===== config.mk =====
export PLATFORM = sky130hd
export DESIGN_NAME = mprot_region
export DESIGN_NICKNAME = d
export VERILOG_FILES = /design/src/rtl/mprot_pkg.sv /design/src/rtl/mprot_region.sv
export SDC_FILE = /design/constraint.sdc
export NUM_CORES = 1
export LEC_CHECK = 0
export BUFFER_PORTS_ARGS = -buffer_cell sky130_fd_sc_hd__clkbuf_2
export CAP_MARGIN = 40
export CORE_MARGIN = 2
export CORE_UTILIZATION = 25
export DETAILED_ROUTE_END_ITERATION = 10
export PLACE_DENSITY = 0.53
export SYNTH_ARGS = -nofsm -noshare
export SYNTH_HDL_FRONTEND = slang
export SYNTH_SLANG_ARGS = --single-unit

===== constraint.sdc =====
create_clock -name clk -period 2.2 [get_ports clk]
set_input_delay 0.11 -clock clk [delete_from_list [all_inputs] [get_ports clk]]
set_output_delay 0.11 -clock clk [all_outputs]
set_load 0.01 [all_outputs]

===== src/rtl/mprot_pkg.sv =====
package mprot_pkg;
  // mode byte bit positions
  localparam int MB_RD   = 0;
  localparam int MB_WR   = 1;
  localparam int MB_EX   = 2;
  localparam int MB_AM   = 3;  // two bits [4:3]
  localparam int MB_LOCK = 7;
  localparam logic [1:0] AM_POW2 = 2'b11;

  typedef enum logic [1:0] {
    KIND_READ  = 2'd0,
    KIND_WRITE = 2'd1,
    KIND_EXEC  = 2'd2,
    KIND_RSVD  = 2'd3
  } acc_kind_e;
endpackage


===== src/rtl/mprot_region.sv =====
module mprot_region
  import mprot_pkg::*;
#(
  parameter int ADDR_W = 38,
  parameter int MODE_W = 8
) (
  input  logic              clk,
  input  logic              rst_n,
  input  logic              wr_en,
  input  logic [ADDR_W-1:0] wr_addr,
  input  logic [MODE_W-1:0] wr_mode,
  input  logic [ADDR_W-1:0] acc_addr,
  input  logic [1:0]        acc_kind,
  output logic [ADDR_W-1:0] ent_addr,
  output logic [MODE_W-1:0] ent_mode,
  output logic              locked,
  output logic              hit,
  output logic              perm_ok
);
  logic [ADDR_W-1:0] addr_q, addr_d;
  logic [MODE_W-1:0] mode_q, mode_d;
  logic              upd_en;
  logic [ADDR_W-1:0] care_mask;

  assign upd_en = wr_en & ~mode_q[MB_LOCK];

  always_comb begin
    addr_d = wr_addr;
    mode_d = wr_mode;
  end

  always_ff @(posedge clk or negedge rst_n) begin
    if (!rst_n) begin
      addr_q <= '0;
      mode_q <= '0;
    end else if (upd_en) begin
      addr_q <= addr_d;
      mode_q <= mode_d;
    end
  end

  // trailing ones plus the first zero are don't-care bits
  assign care_mask = ~(addr_q ^ (addr_q + ADDR_W'(1)));

  always_comb begin
    hit = (mode_q[MB_AM+1:MB_AM] == AM_POW2) &&
          (((acc_addr ^ addr_q) & care_mask) == '0);
    unique case (acc_kind)
      KIND_READ:  perm_ok = mode_q[MB_RD];
      KIND_WRITE: perm_ok = mode_q[MB_WR];
      KIND_EXEC:  perm_ok = mode_q[MB_EX];
      default:    perm_ok = 1'b0;
    endcase
  end

  assign ent_addr = addr_q;
  assign ent_mode = mode_q;
  assign locked   = mode_q[MB_LOCK];
endmodule


# Word level (Yosys, flattened, before mapping)
# Index checks and enable logic that the tools add are counted.
[totals]
reg_bits = 46
input_bits = 89
output_inout_bits = 49
[classes]
muxes = 1
addsub = 1
n_eq_ne = 3
reduce_logical = 3
n_bitwise = 6
[ops]
columns = ["op", "n"]
rows = [
  ["38-bit XOR", 2],
  ["38-bit by 1-bit adder with 38-bit output (second input constant)", 1],
  ["38-bit bitwise AND", 1],
  ["38-bit zero test", 1],
  ["38-bit inverter", 1],
  ["2-bit equality test (second input constant)", 2],
  ["1-bit one-hot mux with 3 select lines", 1],
  ["2-bit by 1-bit equality test with 1-bit output (second input constant)", 1],
  ["2-bit zero test", 1],
  ["1-bit bitwise AND", 1],
  ["1-bit logical AND", 1],
  ["1-bit inverter", 1],
]

# Longest topological paths before layout
# Gate-level depths: netlist (run 1).
[logic_depth]
ltp_word = 6
mapped_depth = 8

# Worst setup path after synthesis (run 1)
# No wires, ideal clock.
[synth_path]
path_kind = "register to output"
start = "register addr_q[1], in the netlist ent_addr[1]"
end = "output hit"
arrival_ps = 2029
path_stages_with_launch = 9
path_slack_ps = 61
cell_sequence = "dfrtp_1 -> ha_1 -> and4_1 -> nand3_1 -> a2111oi_2 -> nand4_1 -> nor3_1 -> nand4_1 -> nor4_2"
[synth_between]
elab_chain_len = 6
[synth_lines]
columns = ["element", "line", "text"]
rows = [
  ["start, declared", "mprot_region.sv:20", "logic [ADDR_W-1:0] addr_q, addr_d;"],
  ["start signal, assigned", "mprot_region.sv:37", "addr_q <= addr_d;"],
  ["38-bit by 1-bit adder with 38-bit output", "mprot_region.sv:43", "assign care_mask = ~(addr_q ^ (addr_q + ADDR_W'(1)));"],
  ["38-bit XOR", "mprot_region.sv:43", ""],
  ["38-bit inverter", "mprot_region.sv:43", ""],
  ["38-bit bitwise AND (*)", "mprot_region.sv:47", "(((acc_addr ^ addr_q) & care_mask) == '0);"],
  ["38-bit zero test (*)", "mprot_region.sv:47", ""],
  ["1-bit logical AND (*)", "mprot_region.sv:46", "hit = (mode_q[MB_AM+1:MB_AM] == AM_POW2) &&"],
  ["end, declared", "mprot_region.sv:17", "output logic hit,"],
]
# Mark *: on every way between the ends. The rest lies on a longest branch, timed or not.

# Worst setup path after layout (run 1)
# Ends and elaborated chain as after synthesis.

==> results of run 1 <==
registers in the layout, summed over array words and instances, names as in the netlist:
signal / count
ent_addr: 38
ent_mode: 8
power breakdown:
group          total, uW  internal, uW  switching (uW)
Sequential          1220          1030             189
Combinational       1330           722             610
Clock                531           225             305
worst max-delay path by stage:
stage	startpoint	end	slack, ps	cells after the start
after detailed placement	ent_addr[0]	hit	-120	9
after floorplan	ent_addr[1]	hit	60	8
after CTS	ent_addr[0]	hit	-430	9
after global routing	ent_addr[0]	hit	-570	10
final	ent_addr[1]	hit	-410	9
after global placement	ent_addr[0]	hit	-30	9
cells in the final DEF (no fill, tap or decap), types with 2 or more instances in the layout:
cell             n
nor2_1           5
a21oi_1          5
clkbuf_8         5
or2b_1           4
mux2_2          45
and3_2           2
and2_1           3
o22ai_1          3
o21ai_0          5
nor3_2           3
and3_1           4
nand3_1         10
a32oi_1          2
and4_1           4
dlygate4sd3_1    2
nor3_1           3
a22o_1           2
nand2_1         10
clkbuf_2       136
xor2_1           7
buf_4           45
xnor2_1         25
dfrtp_1         46
nand4_1         12
o21a_1           2
nand3b_1         2
a31oi_1          9
kinds of logic after synthesis:
family | Yosys count | synth area share (%)
AND/OR/NAND/NOR | 70 | 16.50
multiplexers | 46 | 19.19
AO/OA/AOI/OAI | 36 | 9.433
flip-flops | 46 | 42.75
buffers and inverters | 7 | 1.255
XOR/XNOR | 32 | 10.41
adder cells (fa/ha/maj) | 1 | 0.4646
repair_timing:
item                                   CTS  global route
buffers inserted                         0             0
setup endpoints to repair                1             1
resized for setup                        3             0
pin swaps                                4             0
endpoints found under the hold margin   11             0
hold buffers                             2             0
Yosys cell counts, types with 2 or more instances:
cell | instances | area (um^2)
and4_1 | 4 | 35.03
nand2_1 | 10 | 37.54
o21a_1 | 2 | 15.01
buf_4 | 2 | 15.01
o22ai_1 | 3 | 18.77
clkbuf_1 | 5 | 18.77
nor2_1 | 5 | 18.77
a22o_1 | 2 | 17.52
a32oi_1 | 2 | 17.52
and2_1 | 3 | 18.77
xnor2_1 | 25 | 219.0
dfrtp_1 | 46 | 1151
nand4_1 | 12 | 75.07
and3_1 | 5 | 31.28
nor3_1 | 4 | 20.02
nand3_1 | 10 | 50.05
nor3_2 | 2 | 20.02
or2b_1 | 4 | 30.03
xor2_1 | 7 | 61.31
o21ai_0 | 5 | 25.02
nand3b_1 | 2 | 15.01
a31oi_1 | 9 | 56.30
mux2_2 | 45 | 506.7
a21oi_1 | 5 | 25.02
final cells by class:
class                      instances  area (um^2)  share of cell area [%]
multi-input combinational        185         1524                   37.93
sequential                        46         1151                   28.65
timing repair buffer             185         1086                   27.03
tap                              136        170.2                   4.235
clock buffer                       6        72.57                   1.806
clock inverter                     2        13.76                  0.3426
stage by stage:
step / utilization [%] / area [um^2] / hold WS (ps) / total power (uW) / setup TNS (ps)
final: 38.74 / 4018 / 27.18 / 3085 / -407.9
after global routing: 38.74 / 4018 / 17.56 / 3319 / -571.3
after global placement: 37.37 / 3875 / 288.3 / 2561 / -33.61
after CTS: 38.74 / 4018 / 15.91 / 3139 / -427.6
after detailed placement: 37.63 / 3902 / 62.84 / 2581 / -121.2
after floorplan: - / 2693 / -185.6 / 1860 / 0
per-layer routing:
metal	global-route usage, %	wire, um
met1	18.52	3678
met2	25.74	4299
met3	3.269	452
met4	2.198	25
met5	0	0
worst max-delay path, cell delays in order (launching register included):
cell and delay, ps:
dfrtp_1 370, ha_2 210, nand4_1 200, nor3_1 230
buf_4 160, nand4_1 80, a211oi_1 300, nand4_1 150
nor4_2 290, clkbuf_2 190
==> impl_metrics.yaml, run 1 <==
logic_synthesis:
  netlist_area_um2: 2693
  synthArstFlopShare_pct: 100.0
  synthCells: 238
  synth_fp_nets: 328
  synth_cell_types: 43
  yosysSeqAreaShare_pct: 42.75
  synth_ff_type: "dfrtp_1"
  ys_ff_latch: 46
  syn_avg_cell_area_um2: 11.31
  synth-edff-count: 0
  ys.warnings.count: 0
routing:
  dr.first_iter.drc_count: 102
  viasPerCell: 4.570
  ant_nets: 0
  drc: 0
  wire_per_inst_um: 15.10
  routed_wl_um: 8454
  dr_total_vias: 2559
  first_pass_iters: 4
timing:
  skew_ps: 11.01
  relSlewSlack_pct: 72.22
  slew_viol_final: 0
  finalCriticalPeriod_ps: 2608
  setup_slack_ps: -407.9
  fmax_ghz: 0.3834
  final_hold_viol_count: 0
  rsz0062_at_grt: "true"
  worstMarginPinSlew_ps: 416.8
  finalCritPeriodShare_pct: 118.5
  setup_viol: 1
worst_setup_path:
  critPathMaxFanout: 5
  reg2reg_slack_ps: 840
  arrival_ps: 2500
  r2r_end: "ent_addr[23]"
  r2r_start: "ent_mode[7]"
  worstSetupPathType: "flip-flop to output port"
  crit_required_ps: 2090
  cp-end-kind: "output port"
  startpoint_type: "flip-flop"
  rr_worst_depth: 3
outcome:
  violations: "setup timing"
  status: "finished with violations"
placement:
  dp_cells: 550
  pre_cts_slack_ps: -121.2
  dpl.hpwl_um: 7012
  place_congestion: 0.8515
  io_buffers: 136
die:
  dieArea_um2: 11620
  start_util_pct: 25.97
  die_x_um: 107.8
  rows: 37
  die_y_um: 107.8
  design.core.area_um2: 10370
  io_pins: 138
layout:
  num_antenna_cells: 0
  syn_to_final_growth_pct: 49.21
  layout.cells.non_filler: 560
  n_fill_cell: 1075
  drive_above_1_share_pct: 58.96
  nets: 513
power:
  p_leak_uw: 0.001874
  pwr_density_cell_nw_per_um2: 768.0
  peakVddDrop_mv: 0.2745
global_routing:
  grt_pass1_vias: 2702
  grt_start_max_net_pins: 46
  antenna_found_initial: 0
  grt.overflow.total: 0
  track_usage_pct: 14.59
  grt_pass1_wl_um: 13160
min_path:
  min_path_cells: 2
  hp-class: "input port to flip-flop"
  worstHoldStart: "wr_addr[2]"
  hold_end: "ent_addr[2]"
clock_tree:
  clk_pin_slew_ps: 100
  clock_sinks: 46
  worstSkewPairLatency_ps: 300
  cts_tree: "built"
  htreeDepth: 2
  root_buffer: "clkbuf_8"
  clock_path_buffers: 2
  cts_buffers: 5
flow_run:
  drv_cap: 0
Power figures use the tool's default switching activity.
==> run 2, diff against run 1 <==
==> constraint.sdc (replaced) <==
create_clock -name clk -period 2.2 [get_ports clk]
set_input_delay 0.11 -clock clk [delete_from_list [all_inputs] [get_ports clk]]
set_output_delay 0.11 -clock clk [all_outputs]
set_load 0.05 [all_outputs]
==> run 2 against run 1 <==
Against the previous run: the run still ends with setup timing left; register-to-register slack about the same; sequential power about the same; critical path depth up 1; sequential cell count unchanged; count of clock-buffer cells in the layout up 1; fmax down 0.18%; total power up 21%; clock skew down 7.1 ps; via count up 1.6%; critical path type unchanged; critical endpoint unchanged; largest power group unchanged.
==> impl_metrics.yaml, run 2 (same netlist as run 1, synthesis figures left out) <==
outcome:
  status: "finished with violations"
  violations: "setup timing"
worst_setup_path:
  path_cells: "ha_4 -> nand4_1 -> buf_4 -> nor3_4 -> buf_6 -> nand4_1 -> a211oi_2 -> nand4_1 -> nor4_4 -> buf_12"
  arrival_ps: 2500
  crit_slowest_cell: "dfrtp_2"
  worstSetupPathType: "flip-flop to output port"
  crit_required_ps: 2090
  startpoint_type: "flip-flop"
  cpPeakStageDelay_ps: 410
  critical_path.most_common_cell: "nand4_1"
  cp-end-kind: "output port"
  critPathMaxFanout: 5
global_routing:
  track_usage_pct: 14.94
  antenna_found_initial: 0
  grt_start_max_net_pins: 26
  grt_pass1_vias: 2760
  grt_pass1_wl_um: 13570
  grt.overflow.total: 0
power:
  p_leak_uw: 0.001886
  peakVddDrop_mv: 0.4098
  pwr_density_cell_nw_per_um2: 914.2
  power_uw: 3739
clock_tree:
  worstSkewPairLatency_ps: 300
  cts_buffers: 5
  clk_pin_slew_ps: 90
  cts_tree: "built"
  clock_path_buffers: 2
  htreeDepth: 2
  clock_sinks: 46
  root_buffer: "clkbuf_8"
timing:
  relSlewSlack_pct: 58.88
  finalCriticalPeriod_ps: 2613
  finalCritPeriodShare_pct: 118.8
  worstMarginPinSlew_ps: 616.9
  final_hold_viol_count: 0
  slew_viol_final: 0
  rsz0062_at_grt: "true"
  finalSetupTns_ps: -412.5
  setup_slack_ps: -412.5
  skew_ps: 3.877
  setup_viol: 1
  fmax_ghz: 0.3828
die:
  dieArea_um2: 11620
  die_x_um: 107.8
  die_y_um: 107.8
  rows: 37
  design.core.area_um2: 10370
  start_util_pct: 25.97
  io_pins: 138
placement:
  dpl.hpwl_um: 7053
  place_congestion: 0.8304
  io_buffers: 136
routing:
  ant_nets: 0
  viasPerCell: 4.625
  dr_total_vias: 2599
  first_pass_iters: 4
  dr.first_iter.drc_count: 81
  wire_per_inst_um: 14.89
  routed_wl_um: 8368
  drc: 0
flow_run:
  drv_cap: 0
layout:
  largest_reg_flops: 38
  nets: 515
  drive_above_1_share_pct: 65.49
  n_fill_cell: 1081
  layout_common_cells: "135 x clkbuf_2, 48 x buf_4, 45 x mux2_2"
  final_common_cell: "clkbuf_2"
  num_antenna_cells: 0
  syn_to_final_growth_pct: 51.91
min_path:
  hp-class: "input port to flip-flop"
run 2: changes by cell type in the layout (fill, tap and decap cells not counted), sizes merged:
cell,change
buf,+3
clkinv,-1
run 2: area by class of cell:
type	instances	area, um^2	area share, %
Tap cell	136	170.2	4.160
Clock buffer	7	86.33	2.111
Sequential cell	46	1182	28.91
Multi-Input combinational cell	185	1559	38.12
Clock inverter	1	5.005	0.1224
Timing Repair Buffer	187	1087	26.58
run 2: critical path, delay by kind of cell, from the launching register on:
kind | cells | cell delay (ps)
AO/OA/AOI/OAI | 1 | 220
buffers and inverters | 3 | 520
adder cells (fa/ha/maj) | 1 | 160
AND/OR/NAND/NOR | 5 | 900
flip-flops | 1 | 410
run 2: path summary, 6_finish.rpt:
kind / startpoint / endpoint / slack (ps) / cells after the start
worst max register to register: ent_mode[7] / ent_addr[9] / 830 / 3
max in group asynchronous: rst_n / ent_addr[14] / 1080 / 3
worst max-delay path: ent_addr[1] / hit / -410 / 10
worst min register to register: ent_mode[6] / ent_mode[6] / 520 / 1
worst min-delay path: wr_addr[29] / ent_addr[29] / 30 / 2
min in group asynchronous: rst_n / ent_addr[11] / 360 / 2
run 2: report_power, final:
group / switching, uW / internal, uW / leakage, uW
clock network: 293 / 254 / 0.0000482
logic: 1220 / 722 / 0.00132
registers: 200 / 1050 / 0.000518
total: 1710 / 2030 / 0.00189
run 2: per-layer routing:
layer / vias up / global-route usage [%] / wire (um)
li1: 1268 / - / -
met1: 1230 / 19.24 / 3701
met2: 91 / 24.89 / 3988
met3: 10 / 3.571 / 559
met4: 0 / 4.212 / 118
met5: - / 0 / 0
run 2: metrics by stage:
step                      area, um^2  util (%)  instances  setup WS, ps  hold slack (ps)
after floorplan                 2745         -        238        -303.5           -185.6
after CTS                       4066     39.21        561        -480.8            16.69
after global routing            4090     39.44        562        -582.5            21.68
after global placement          3945     38.04        551        -164.2            165.4
after detailed placement        3945     38.04        551        -160.6            153.5
final                           4090     39.44        562        -412.5            32.18
run 2: repair_timing:
action                                  CTS  global route
hold endpoints to repair                 25             0
hold buffers                              2             0
setup buffers                             0             1
gates cloned                              0             0
endpoints found under the setup margin    1             1
gates resized for setup                   2             4
pin swaps                                 0             5
